**config.mk**
```make
export PLATFORM = sky130hd
export DESIGN_NAME = sio_cfg_port
export DESIGN_NICKNAME = d
export VERILOG_FILES = /design/src/rtl/sio_cfg_pkg.sv /design/src/rtl/sio_key_match.sv /design/src/rtl/sio_ldev_bank.sv /design/src/rtl/sio_cfg_port.sv
export SDC_FILE = /design/constraint.sdc
export NUM_CORES = 1
export LEC_CHECK = 0
export ABC_AREA = 0
export BUFFER_PORTS_ARGS = -buffer_cell sky130_fd_sc_hd__buf_2
export CAP_MARGIN = 40
export CORE_UTILIZATION = 54
export DETAILED_ROUTE_END_ITERATION = 12
export PLACE_DENSITY = 0.8
export SKIP_CTS_REPAIR_TIMING = 1
export SYNTH_ARGS = -nofsm -noshare
export SYNTH_HDL_FRONTEND = slang
export SYNTH_SLANG_ARGS = --single-unit
```
**constraint.sdc**
```tcl
create_clock -name clk_i -period 3 [get_ports clk_i]
set_input_delay 0 -clock clk_i [delete_from_list [all_inputs] [get_ports clk_i]]
set_output_delay 0 -clock clk_i [all_outputs]
set_load 0.01 [all_outputs]
```
**src/rtl/sio_cfg_pkg.sv**
```systemverilog
package sio_cfg_pkg;
  localparam int KEY_LEN = 4;
  localparam logic [8*KEY_LEN-1:0] UNLOCK_KEY = 32'h87_01_55_55;

  localparam logic [7:0] IDX_EXIT    = 8'h02;
  localparam logic [7:0] IDX_LDN     = 8'h07;
  localparam logic [7:0] IDX_ID_HI   = 8'h20;
  localparam logic [7:0] IDX_ID_LO   = 8'h21;
  localparam logic [7:0] IDX_REV     = 8'h22;
  localparam logic [7:0] IDX_ACT     = 8'h30;
  localparam logic [7:0] IDX_BASE_HI = 8'h60;
  localparam logic [7:0] IDX_BASE_LO = 8'h61;

  function automatic logic [7:0] key_byte(input int unsigned pos);
    return UNLOCK_KEY[8*(KEY_LEN-1-pos) +: 8];
  endfunction
endpackage

```
**src/rtl/sio_key_match.sv**
```systemverilog
module sio_key_match
  import sio_cfg_pkg::*;
(
  input  logic       clk_i,
  input  logic       rst_ni,
  input  logic       idx_wr_i,
  input  logic [7:0] wdata_i,
  input  logic       exit_i,
  output logic       unlocked_o
);
  localparam int ST_W = $clog2(KEY_LEN);

  logic [ST_W-1:0] pos_q;
  logic            unlocked_q;

  always_ff @(posedge clk_i or negedge rst_ni) begin
    if (!rst_ni) begin
      pos_q      <= '0;
      unlocked_q <= 1'b0;
    end else if (unlocked_q) begin
      if (exit_i) unlocked_q <= 1'b0;
      pos_q <= '0;
    end else if (idx_wr_i) begin
      if (wdata_i == key_byte(int'(pos_q))) begin
        if (int'(pos_q) == KEY_LEN-1) begin
          unlocked_q <= 1'b1;
          pos_q      <= '0;
        end else begin
          pos_q <= pos_q + 1'b1;
        end
      end else if (wdata_i == key_byte(0)) begin
        pos_q <= ST_W'(1);  // mismatching byte may itself open a new key
      end else begin
        pos_q <= '0;
      end
    end
  end

  assign unlocked_o = unlocked_q;
endmodule

```
**src/rtl/sio_ldev_bank.sv**
```systemverilog
module sio_ldev_bank (
  input  logic        clk_i,
  input  logic        rst_ni,
  input  logic        act_we_i,
  input  logic        base_hi_we_i,
  input  logic        base_lo_we_i,
  input  logic [7:0]  wdata_i,
  output logic        act_o,
  output logic [15:0] base_o
);
  always_ff @(posedge clk_i or negedge rst_ni) begin
    if (!rst_ni) begin
      act_o  <= 1'b0;
      base_o <= '0;
    end else begin
      if (act_we_i)     act_o         <= wdata_i[0];
      if (base_hi_we_i) base_o[15:8]  <= wdata_i;
      if (base_lo_we_i) base_o[7:0]   <= wdata_i;
    end
  end
endmodule

```
**src/rtl/sio_cfg_port.sv**
```systemverilog
module sio_cfg_port
  import sio_cfg_pkg::*;
#(
  parameter int          ADDR_W     = 16,
  parameter logic [15:0] INDEX_ADDR = 16'h002E,
  parameter logic [15:0] DATA_ADDR  = 16'h002F,
  parameter int          NUM_LDEV   = 8,
  parameter logic [15:0] CHIP_ID    = 16'hC3A5,
  parameter logic [3:0]  CHIP_REV   = 4'h6,
  localparam int         LDN_W      = $clog2(NUM_LDEV)
) (
  input  logic                   clk_i,
  input  logic                   rst_ni,
  input  logic [ADDR_W-1:0]      io_addr_i,
  input  logic                   io_wr_i,
  input  logic [7:0]             io_wdata_i,
  output logic [7:0]             io_rdata_o,
  output logic                   cfg_mode_o,
  output logic [LDN_W-1:0]       ldev_sel_o,
  output logic [NUM_LDEV-1:0]    ldev_act_o,
  output logic [16*NUM_LDEV-1:0] ldev_base_o
);
  logic            at_index, at_data;
  logic            unlocked;
  logic            idx_wr, data_wr, exit_req;
  logic [7:0]      index_q;
  logic [LDN_W-1:0] ldn_q;
  logic [15:0]     base_arr [NUM_LDEV];

  assign at_index = (io_addr_i == ADDR_W'(INDEX_ADDR));
  assign at_data  = (io_addr_i == ADDR_W'(DATA_ADDR));
  assign idx_wr   = io_wr_i && at_index;
  assign data_wr  = io_wr_i && at_data && unlocked;
  assign exit_req = data_wr && (index_q == IDX_EXIT) && io_wdata_i[1];

  sio_key_match u_key (
    .clk_i      (clk_i),
    .rst_ni     (rst_ni),
    .idx_wr_i   (idx_wr),
    .wdata_i    (io_wdata_i),
    .exit_i     (exit_req),
    .unlocked_o (unlocked)
  );

  always_ff @(posedge clk_i or negedge rst_ni) begin
    if (!rst_ni) begin
      index_q <= '0;
      ldn_q   <= '0;
    end else begin
      if (idx_wr && unlocked) index_q <= io_wdata_i;
      if (data_wr && index_q == IDX_LDN) ldn_q <= io_wdata_i[LDN_W-1:0];
    end
  end

  for (genvar g = 0; g < NUM_LDEV; g++) begin : g_bank
    logic sel;
    assign sel = (ldn_q == LDN_W'(g));
    sio_ldev_bank u_bank (
      .clk_i        (clk_i),
      .rst_ni       (rst_ni),
      .act_we_i     (data_wr && sel && index_q == IDX_ACT),
      .base_hi_we_i (data_wr && sel && index_q == IDX_BASE_HI),
      .base_lo_we_i (data_wr && sel && index_q == IDX_BASE_LO),
      .wdata_i      (io_wdata_i),
      .act_o        (ldev_act_o[g]),
      .base_o       (base_arr[g])
    );
    assign ldev_base_o[16*g +: 16] = base_arr[g];
  end

  always_comb begin
    io_rdata_o = 8'hFF;
    if (unlocked && at_index) begin
      io_rdata_o = index_q;
    end else if (unlocked && at_data) begin
      case (index_q)
        IDX_LDN:     io_rdata_o = 8'(ldn_q);
        IDX_ID_HI:   io_rdata_o = CHIP_ID[15:8];
        IDX_ID_LO:   io_rdata_o = CHIP_ID[7:0];
        IDX_REV:     io_rdata_o = {4'h0, CHIP_REV};
        IDX_ACT:     io_rdata_o = {7'h00, ldev_act_o[ldn_q]};
        IDX_BASE_HI: io_rdata_o = base_arr[ldn_q][15:8];
        IDX_BASE_LO: io_rdata_o = base_arr[ldn_q][7:0];
        default:     io_rdata_o = 8'h00;
      endcase
    end
  end

  assign cfg_mode_o = unlocked;
  assign ldev_sel_o = ldn_q;
endmodule

```
==> reports/qor.yml, run 1 <==
ios: 175
hp-class: "in2reg"
holdWs_ps: 37.2
clkPwrFrac_pct: 52.5
worstPathMaxFanout: 12
slew_headroom_pct: 52.1
startpoint_type: "flop"
synth_cell_types: 52
register_area_um2: 3750
power.switching_uw: 916
rsz0062_at_grt: "false"
synth_area_um2: 7510
die_y_um: 120
max_freq_ghz: 0.364
wl_met2_um: 10200
drt_iter0_drc: 479
grt_usage_pct: 31.1
p_leak_nw: 4.72
worstPathRequired_ps: 3000
nFillCells: 951
fp.coreArea_um2: 13400
cts_root_buf: "clkbuf_16"
cts_tree: "built"
combPwrFrac_pct: 2.5
via_per_inst: 6.16
syn_to_final_growth_pct: 22.3
antenna_found_initial: 0
highest_layer: "met4"
finalSetupViolCount: 0
synth-edff-count: 0
peakVddDrop_mv: 0.499
drive_above_1_share_pct: 54.8
avgSynthCellArea_um2: 13.7
min_period_ps: 2750
layout.nets: 741
initial_utilization_pct: 56.0
synth_nets: 578
ant_nets: 0
hold_viol_final: 0
wl_met3_um: 1640
power.share.sequential_pct: 44.9
wl_met1_um: 9060
multi_input_area_um2: 3500
globalplace.congestion: 0.842
run_status: "finished clean"
cp_data_arrival_time_ps: 2750
wirelength_um: 21300
die_w_um: 120
fin_util_pct: 68.5
wire_per_inst_um: 23.6
critPathKind: "reg2out"
clkTransAtPathRegs_ps: 60
grt_max_degree: 77
dp_hpwl_um: 14600
internal_power_mw: 3.59
p_total_mw: 4.50
finalCritPeriodShare_pct: 91.6
die_area_um2: 14400
portBuffers: 174
overflow: 0
synth_seq_cells: 150
cts_sinks: 150
drt-pass1-iter-count: 5
tns_ps: 0
rows: 42
worst_setup_path_end_kind: "output port"
ys_seq_area_share_pct: 50.0
maxCapViolCount: 0
synthCells: 548
drv_slew: 0
postSynth.asyncResetShare_pct: 100
worst_pin_slew_ps: 716
powerDensity_nw_per_um2: 490
drcViolationCount: 0
numCtsBuffers: 17
cts_max_path_buffers: 2
yosys_warnings: 0
htreeDepth: 4
ys.flop_type: "dfrtp_1"
fin_skew_ps: 11.0
insertion_delay_ps: 440
vias: 5540
first_global_vias: 5535
n_antenna_cell: 0
switching_share_pct: 20.3
grt_pass1_wl_um: 32800
## registers in the layout, indices dropped and copies added, names as in the netlist
| signal | cells |
|---|---|
| u_key.unlocked_o | 1 |
| ldev_sel_o | 3 |
| index_q | 8 |
| g_bank.u_bank.act_o | 8 |
| u_key.pos_q | 2 |
| g_bank.u_bank.base_o | 128 |
## worst paths after layout
| check | start | endpoint | slack [ps] | cells past startpoint |
|---|---|---|---|---|
| hold / removal | io_addr_i[0] | u_key.pos_q[1] | 40 | 4 |
| setup / recovery | index_q[0] | io_rdata_o[0] | 250 | 6 |
| setup reg to reg | index_q[0] | g_bank[3].u_bank.act_o | 290 | 5 |
| max in group asynchronous | rst_ni | g_bank[0].u_bank.base_o[15] | 1980 | 3 |
| hold reg to reg | g_bank[7].u_bank.base_o[10] | g_bank[7].u_bank.base_o[10] | 520 | 1 |
| min in group asynchronous | rst_ni | g_bank[0].u_bank.base_o[1] | 150 | 2 |
## placed cells by master (no fill, tap or decap), drive strengths merged, types with 2 or more instances in the layout
cell type / instances
a22oi: 9
nor3b: 5
nand2: 13
buf: 192
nor4: 3
nor3: 11
nand4: 6
or3: 2
nor2b: 3
clkinv: 3
a221oi: 2
mux4: 21
o22a: 3
nand3: 11
or2: 4
bufinv: 5
and4: 2
mux2i: 33
inv: 3
ha: 3
nand3b: 2
dfrtp: 150
a21oi: 6
a221o: 2
o21ai: 5
o221ai: 2
clkbuf: 24
mux2: 148
nor2: 23
and3: 3
o32a: 5
nand2b: 4
o22ai: 5
## cell type report
class | instances | area share (%)
Inverter | 3 | 0.123
Timing Repair Buffer | 193 | 11.4
Tap cell | 176 | 2.40
Sequential cell | 150 | 40.9
Clock buffer | 24 | 5.25
Multi-Input combinational cell | 346 | 38.1
Clock inverter | 8 | 1.84
## logic make-up after synthesis
logic type | synth area share (%)
compound gates | 4.08
xor+xnor | 0.117
fa+ha+maj | 0.500
buf+inv | 3.40
flops | 50.0
mux | 33.3
simple gates | 8.57
## layer usage
| layer | track usage (%) | vias to the layer above |
|---|---|---|
| li1 | - | 2363 |
| met1 | 43.2 | 2911 |
| met2 | 47.7 | 239 |
| met3 | 7.94 | 27 |
| met4 | 10.4 | 0 |
| met5 | 0 | - |
## cell usage after synthesis (2+ instances only)
library cell / instances / area [um^2]
nor2b_1: 3 / 18.8
or3_1: 2 / 12.5
mux2_4: 9 / 135
mux4_2: 21 / 473
or2_1: 4 / 25.0
a22oi_1: 9 / 67.6
inv_1: 3 / 11.3
nor4_4: 3 / 63.8
a21oi_1: 6 / 30.0
nor3b_1: 4 / 30.0
nor3_1: 8 / 40.0
clkbuf_1: 23 / 86.3
nand3b_1: 2 / 15.0
o22a_1: 3 / 26.3
dfrtp_1: 150 / 3750
buf_6: 2 / 22.5
nor2_1: 20 / 75.1
and3_1: 3 / 18.8
nand4_1: 4 / 25.0
nand2_1: 13 / 48.8
mux2i_1: 33 / 330
a221oi_1: 2 / 17.5
ha_1: 3 / 37.5
buf_1: 4 / 15.0
o32a_1: 5 / 50.1
nand2b_1: 4 / 25.0
nor3_2: 3 / 30.0
buf_4: 8 / 60.1
nor2_2: 3 / 18.8
o21ai_0: 5 / 25.0
o22ai_1: 5 / 31.3
o221ai_1: 2 / 17.5
mux2_1: 10 / 113
a221o_1: 2 / 20.0
nand3_1: 11 / 55.1
mux2_2: 129 / 1450
buf_2: 12 / 60.1
## worst max-delay path, stage by stage, from the launching register on
cell and delay, ps:
dfrtp_1 500, or4b_2 710, nor3b_1 430, nand3_1 150, o221ai_1 130, o32a_1 240, buf_2 150
## per-stage QoR
stage | worst slack [ps] | cell area [um^2] | cells
after CTS | 264 | 9170 | 899
after floorplan | 777 | 7510 | 548
final | 251 | 9180 | 900
after global routing | 109 | 9180 | 900
after global placement | 418 | 8520 | 867
after detailed placement | 352 | 8520 | 867
## power by group through the flow
stage               clock network, mW  registers (mW)  logic, mW
global placement                    0            2.06      0.112
global route                     2.46            2.02      0.128
detailed placement                  0            2.06      0.115
floorplan                           0            2.06     0.0315
finish                           2.37            2.02      0.115
CTS                              2.37            2.02      0.115
No activity file was read; power rests on OpenSTA's default activity.
==> run 2, diff against run 1 <==
- CORE_UTILIZATION: 54 -> 40
- PLACE_DENSITY: 0.8 -> 0.62
- SKIP_LAST_GASP: default -> 1
==> run 2 against run 1 <==
  * The run now ends with DRC left
  * Combinational power about the same
  * Sequential cell count stayed put
  * Worst hold slack gained 39 ps
  * Global-route usage decreased by 7.1 points
  * Core utilization is 18 points lower
  * Cell count up 5.9%
  * Total power fell by 3.8%
  * Fmax is 2.2% lower
  * Die area up 34%
  * Critical path type unchanged
==> reports/qor.yml, run 2 (synthesized netlist as in run 1, its figures left out) <==
run_status: "complete, but fails checks"  # was finished clean
violations: "DRC"
via_per_inst: 5.75  # was 6.16
r2r-start: "index_q[0]"  # unchanged
worstPathRequired_ps: 3000  # about the same
cts_max_path_buffers: 2  # unchanged
grt_usage_pct: 24.0  # was 31.1%
final_cell_mix: "buf_2 (173), dfrtp_1 (149), mux2_2 (129)"  # unchanged
rsz0062_at_grt: "false"  # unchanged
dp_cells: 922  # was 867
initial_utilization_pct: 41.2  # was 56.0%
final_area_um2: 9220  # was 9180 um^2
min-delay-start: "io_addr_i[0]"  # unchanged
finalNonFillerCells: 953  # was 900
use_met3_pct: 5.63  # was 7.94%
die_area_um2: 19300  # was 14400 um^2
drt-pass1-iter-count: 9  # was 5
cp_data_arrival_time_ps: 2810  # was 2750 ps
peakVddDrop_mv: 0.353  # was 0.499 mV
tns_ps: 0  # unchanged
finalCritPeriodShare_pct: 93.7  # was 91.6%
drive_above_1_share_pct: 55.0  # was 54.8%
overflow: 0  # unchanged
grt_max_degree: 88  # was 77
max_freq_ghz: 0.356  # was 0.364 GHz
crit_start: "ldev_sel_o[2]"  # was index_q[0]
globalplace.congestion: 0.838  # was 0.842
worst_pin_slew_ps: 706  # was 716 ps
insertion_delay_ps: 420  # was 440 ps
first_global_vias: 5690  # was 5535
antenna_found_initial: 0  # unchanged
wire_per_inst_um: 23.3  # was 23.6 um
ant_nets: 0  # unchanged
drt_iter0_drc: 390  # was 479
largest_reg_flops: 128  # unchanged
syn_to_final_growth_pct: 22.8  # was 22.3%
powerDensity_nw_per_um2: 470  # was 490 nW/um^2
place_area_um2: 8600  # was 8520 um^2
cp_slowest_cell: "dfrtp_1"  # was or4b_2
reg.largest.list: "g_bank.u_bank.base_o: 128 flops, g_bank.u_bank.act_o: 8 flops, index_q: 8 flops"  # unchanged
clkTransAtPathRegs_ps: 60  # about the same
cp_slowest_stage_delay_ps: 690  # was 710 ps
p_total_mw: 4.33  # was 4.50 mW
fin_util_pct: 50.6  # was 68.5%
met1_usage_pct: 33.2  # was 43.2%
wirelength_um: 22200  # was 21300 um
drv_slew: 0  # unchanged
regMostFlops: "g_bank.u_bank.base_o"  # unchanged
portBuffers: 174  # unchanged
mostFrequentLayoutCell: "buf_2"  # unchanged
cts_sinks: 150  # unchanged
drcViolationCount: 8  # was 0
n_antenna_cell: 0  # unchanged
met2_usage_pct: 37.2  # was 47.7%
die_w_um: 139  # was 120 um
cts_root_buf: "clkbuf_16"  # unchanged
htreeDepth: 4  # unchanged
layout.nets: 743  # was 741
hp-class: "in2reg"  # unchanged
die_y_um: 139  # was 120 um
grt_pass1_wl_um: 34700  # was 32800 um
maxCapViolCount: 0  # unchanged
holdWs_ps: 76.4  # was 37.2 ps
finalSetupViolCount: 0  # unchanged
slew_headroom_pct: 52.9  # was 52.1%
numCtsBuffers: 17  # unchanged
ios: 175  # unchanged
place_worst_setup_slack_ps: 383  # was 352 ps
worst_setup_path_end_kind: "output port"  # unchanged
p_leak_nw: 4.70  # was 4.72 nW
dp_hpwl_um: 15800  # was 14600 um
fin_skew_ps: 5.52  # was 11.0 ps
worstPathMaxFanout: 12  # unchanged
startpoint_type: "flop"  # unchanged
worstPathCellList: "buf_4, mux4_2, mux2_2, nand3b_1, a21oi_1, o32a_1, buf_2"  # was or4b_2, nor3b_1, nand3_1, o221ai_1, o32a_1, buf_2
vias: 5478  # was 5540
fp.coreArea_um2: 18200  # was 13400 um^2
grt_busiest_layer: "met2"  # unchanged
min_period_ps: 2810  # was 2750 ps
hold_viol_final: 0  # unchanged
worst_slack_ps: 190  # was 251 ps
rows: 49  # was 42
critPathKind: "reg2out"  # unchanged
cts_tree: "built"  # unchanged
## run 2: cell count changes in the layout (fill, tap and decap cells not counted), sizes merged
| cell | delta |
|---|---|
| clkinvlp | +3 |
| bufinv | -1 |
| clkinv | -1 |
| buf | +2 |
| clkbuf | -3 |
## run 2: area by class of cell
| type | instances | area, um^2 |
|---|---|---|
| Tap cell | 229 | 287 |
| Multi-Input combinational cell | 346 | 3500 |
| Clock buffer | 21 | 450 |
| Timing Repair Buffer | 195 | 1060 |
| Sequential cell | 150 | 3750 |
| Inverter | 3 | 11.3 |
| Clock inverter | 9 | 153 |
| Fill cell | 1562 | 8990 |
## run 2: final timing paths
kind	endpoint	slack, ps	cells after the start
worst min-delay path	u_key.pos_q[0]	80	4
worst max register to register	g_bank[3].u_bank.act_o	330	5
worst max-delay path	io_rdata_o[2]	190	7
worst min register to register	g_bank[7].u_bank.base_o[4]	530	1
min in group asynchronous	g_bank[5].u_bank.base_o[11]	130	2
max in group asynchronous	ldev_sel_o[1]	1950	3
## run 2: power breakdown
| group | internal (mW) | switching [mW] |
|---|---|---|
| registers | 2.02 | 0.0000131 |
| clock network | 1.40 | 0.795 |
| logic | 0.0230 | 0.0925 |
## run 2: worst max-delay path, delay by kind of cell, from the launching register on
family,cells,cell delay (ps)
DFF,1,690
muxes,2,660
buffers and inverters,2,500
AOI/OAI and AO/OA,2,430
and+or+nand+nor,1,90
## run 2: layer usage
layer	share of wire [%]	wire length [um]
met3	6.4	1430
met1	46	10200
met5	0	0
met4	1.3	297
met2	46	10300
==> run 3, diff against run 2 <==
- CORE_UTILIZATION: 40 -> 45
- PLACE_DENSITY: 0.62 -> 0.69
==> run 3 against run 2 <==
  * The run now ends clean
  * Sequential share of layout area fell by 0.13 points
  * Clock skew grew 1.7 ps
  * Clock-buffer cell count rose by 1
  * Highest routed layer is now met5
==> reports/qor.yml, run 3 (synthesized netlist as in run 1, its figures left out) <==
run_status: "finished clean"  # was complete, but fails checks
first_global_vias: 5817  # was 5690
regMostFlops: "g_bank.u_bank.base_o"  # unchanged
cts_tree: "built"  # unchanged
fin_util_pct: 57.6  # was 50.6%
die_y_um: 131  # was 139 um
max_freq_ghz: 0.362  # was 0.356 GHz
switching_share_pct: 20.0  # was 20.5%
grt_usage_pct: 26.0  # was 24.0%
vias: 5428  # was 5478
min-delay-start: "io_addr_i[0]"  # unchanged
globalplace.congestion: 0.895  # was 0.838
r2r-end: "g_bank[7].u_bank.act_o"  # was g_bank[3].u_bank.act_o
htreeDepth: 4  # unchanged
reg2regPathDepth: 5  # unchanged
slew_headroom_pct: 58.6  # was 52.9%
p_leak_nw: 4.73  # was 4.70 nW
initial_utilization_pct: 46.8  # was 41.2%
finalCritPeriodShare_pct: 92.1  # was 93.7%
combPwrFrac_pct: 2.5  # was 2.7%
internal_power_mw: 3.60  # was 3.45 mW
portBuffers: 174  # unchanged
numCtsBuffers: 17  # unchanged
wire_per_inst_um: 22.6  # was 23.3 um
ios: 175  # unchanged
tns_ps: 0  # unchanged
ff2ff_setup_slack_ps: 320  # was 330 ps
critPathKind: "reg2out"  # unchanged
fp.coreArea_um2: 16100  # was 18200 um^2
worstPathMaxFanout: 31  # was 12
largest_reg_flops: 128  # unchanged
finalNonFillerCells: 941  # was 953
hold_path_end: "u_key.pos_q[0]"  # unchanged
grt_max_degree: 61  # was 88
ant_nets: 0  # unchanged
final_cell_mix: "buf_2 (173), dfrtp_1 (149), mux2_2 (129)"  # unchanged
drt-pass1-iter-count: 5  # was 9
maxCapViolCount: 0  # unchanged
cts_sinks: 150  # unchanged
hold-path-cell-count: 4  # unchanged
wirelength_um: 21300  # was 22200 um
insertion_delay_ps: 430  # was 420 ps
startpoint_type: "flop"  # unchanged
n_antenna_cell: 0  # unchanged
fin_skew_ps: 7.26  # was 5.52 ps
cts_root_buf: "clkbuf_16"  # unchanged
die_area_um2: 17200  # was 19300 um^2
die_w_um: 131  # was 139 um
drt_iter0_drc: 367  # was 390
cts_max_path_buffers: 2  # unchanged
rsz0062_at_grt: "false"  # unchanged
drcViolationCount: 0  # was 8
clkPwrFrac_pct: 52.5  # was 50.6%
drive_above_1_share_pct: 55.3  # was 55.0%
layout.nets: 744  # was 743
reg.largest.list: "g_bank.u_bank.base_o: 128 flops, g_bank.u_bank.act_o: 8 flops, index_q: 8 flops"  # unchanged
peakVddDrop_mv: 0.323  # was 0.353 mV
holdWs_ps: 54.5  # was 76.4 ps
mostFrequentLayoutCell: "buf_2"  # unchanged
clkTransAtPathRegs_ps: 60  # about the same
syn_to_final_growth_pct: 23.2  # was 22.8%
hold_viol_final: 0  # unchanged
power.share.sequential_pct: 45.0  # was 46.7%
rows: 46  # was 49
powerDensity_nw_per_um2: 487  # was 470 nW/um^2
drv_slew: 0  # unchanged
r2r-start: "index_q[0]"  # unchanged
dp_hpwl_um: 15200  # was 15800 um
antenna_found_initial: 1  # was 0
finalSetupViolCount: 0  # unchanged
power.switching_uw: 902  # was 888 uW
grt_pass1_wl_um: 34100  # was 34700 um
worst_setup_path_end_kind: "output port"  # unchanged
hp-class: "in2reg"  # unchanged
cp_data_arrival_time_ps: 2760  # was 2810 ps
worstPathRequired_ps: 3000  # about the same
dp_cells: 910  # was 922
min_period_ps: 2760  # was 2810 ps
worst_pin_slew_ps: 619  # was 706 ps
via_per_inst: 5.77  # was 5.75
overflow: 0  # unchanged
run 3: changes by cell type in the layout (fill, tap and decap cells not counted):
cell / delta
clkbuf_1: -2
clkbuf_8: +3
clkinvlp_4: -1
bufinv_16: +1
buf_4: +2
buf_12: -1
clkinv_2: -1
run 3: routing by layer:
metal | vias to the layer above | wire length, um | track usage (%)
met4 | 2 | 247 | 7.97
li1 | 2370 | - | -
met5 | - | 12 | 0
met3 | 24 | 1580 | 7.33
met2 | 227 | 10200 | 40.6
met1 | 2805 | 9280 | 35.0
run 3: power groups by stage:
stage	combinational (mW)	sequential [mW]	clock, mW
2_1_floorplan	0.0315	2.06	0
3_3_place_gp	0.111	2.06	0
3_5_place_dp	0.115	2.06	0
4_1_cts	0.115	2.02	2.39
5_1_grt	0.128	2.02	2.49
6_report	0.114	2.02	2.36
run 3: area by class of cell:
type | instances | area (um^2)
Fill cell | 1319 | 6810
Sequential cell | 150 | 3750
Multi-Input combinational cell | 346 | 3500
Timing Repair Buffer | 196 | 1060
Clock buffer | 22 | 484
Tap cell | 216 | 270
Clock inverter | 8 | 170
Inverter | 3 | 11.3
run 3: worst max-delay path, cell delays in order (launching register included):
cell and delay (ps):
dfrtp_2 730, buf_12 310, mux4_2 520, o21ai_0 200, o221ai_1 180, o22a_1 200, buf_2 150
run 3: worst max path at each step:
stage,depth (start not counted),end,from
after CTS,6,io_rdata_o[5],ldev_sel_o[1]
after floorplan,6,ldev_sel_o[0],u_key.unlocked_o
after detailed placement,5,g_bank[7].u_bank.act_o,index_q[0]
final,6,io_rdata_o[5],ldev_sel_o[1]
after global routing,6,io_rdata_o[5],ldev_sel_o[1]
after global placement,5,g_bank[0].u_bank.act_o,index_q[0]
run 3: metrics by stage:
stage	area [um^2]	worst slack [ps]	total power, mW
floorplan	7510	777	2.09
global placement	8580	449	2.17
detailed placement	8580	382	2.17
CTS	9240	219	4.53
global route	9250	93.3	4.64
finish	9250	238	4.50
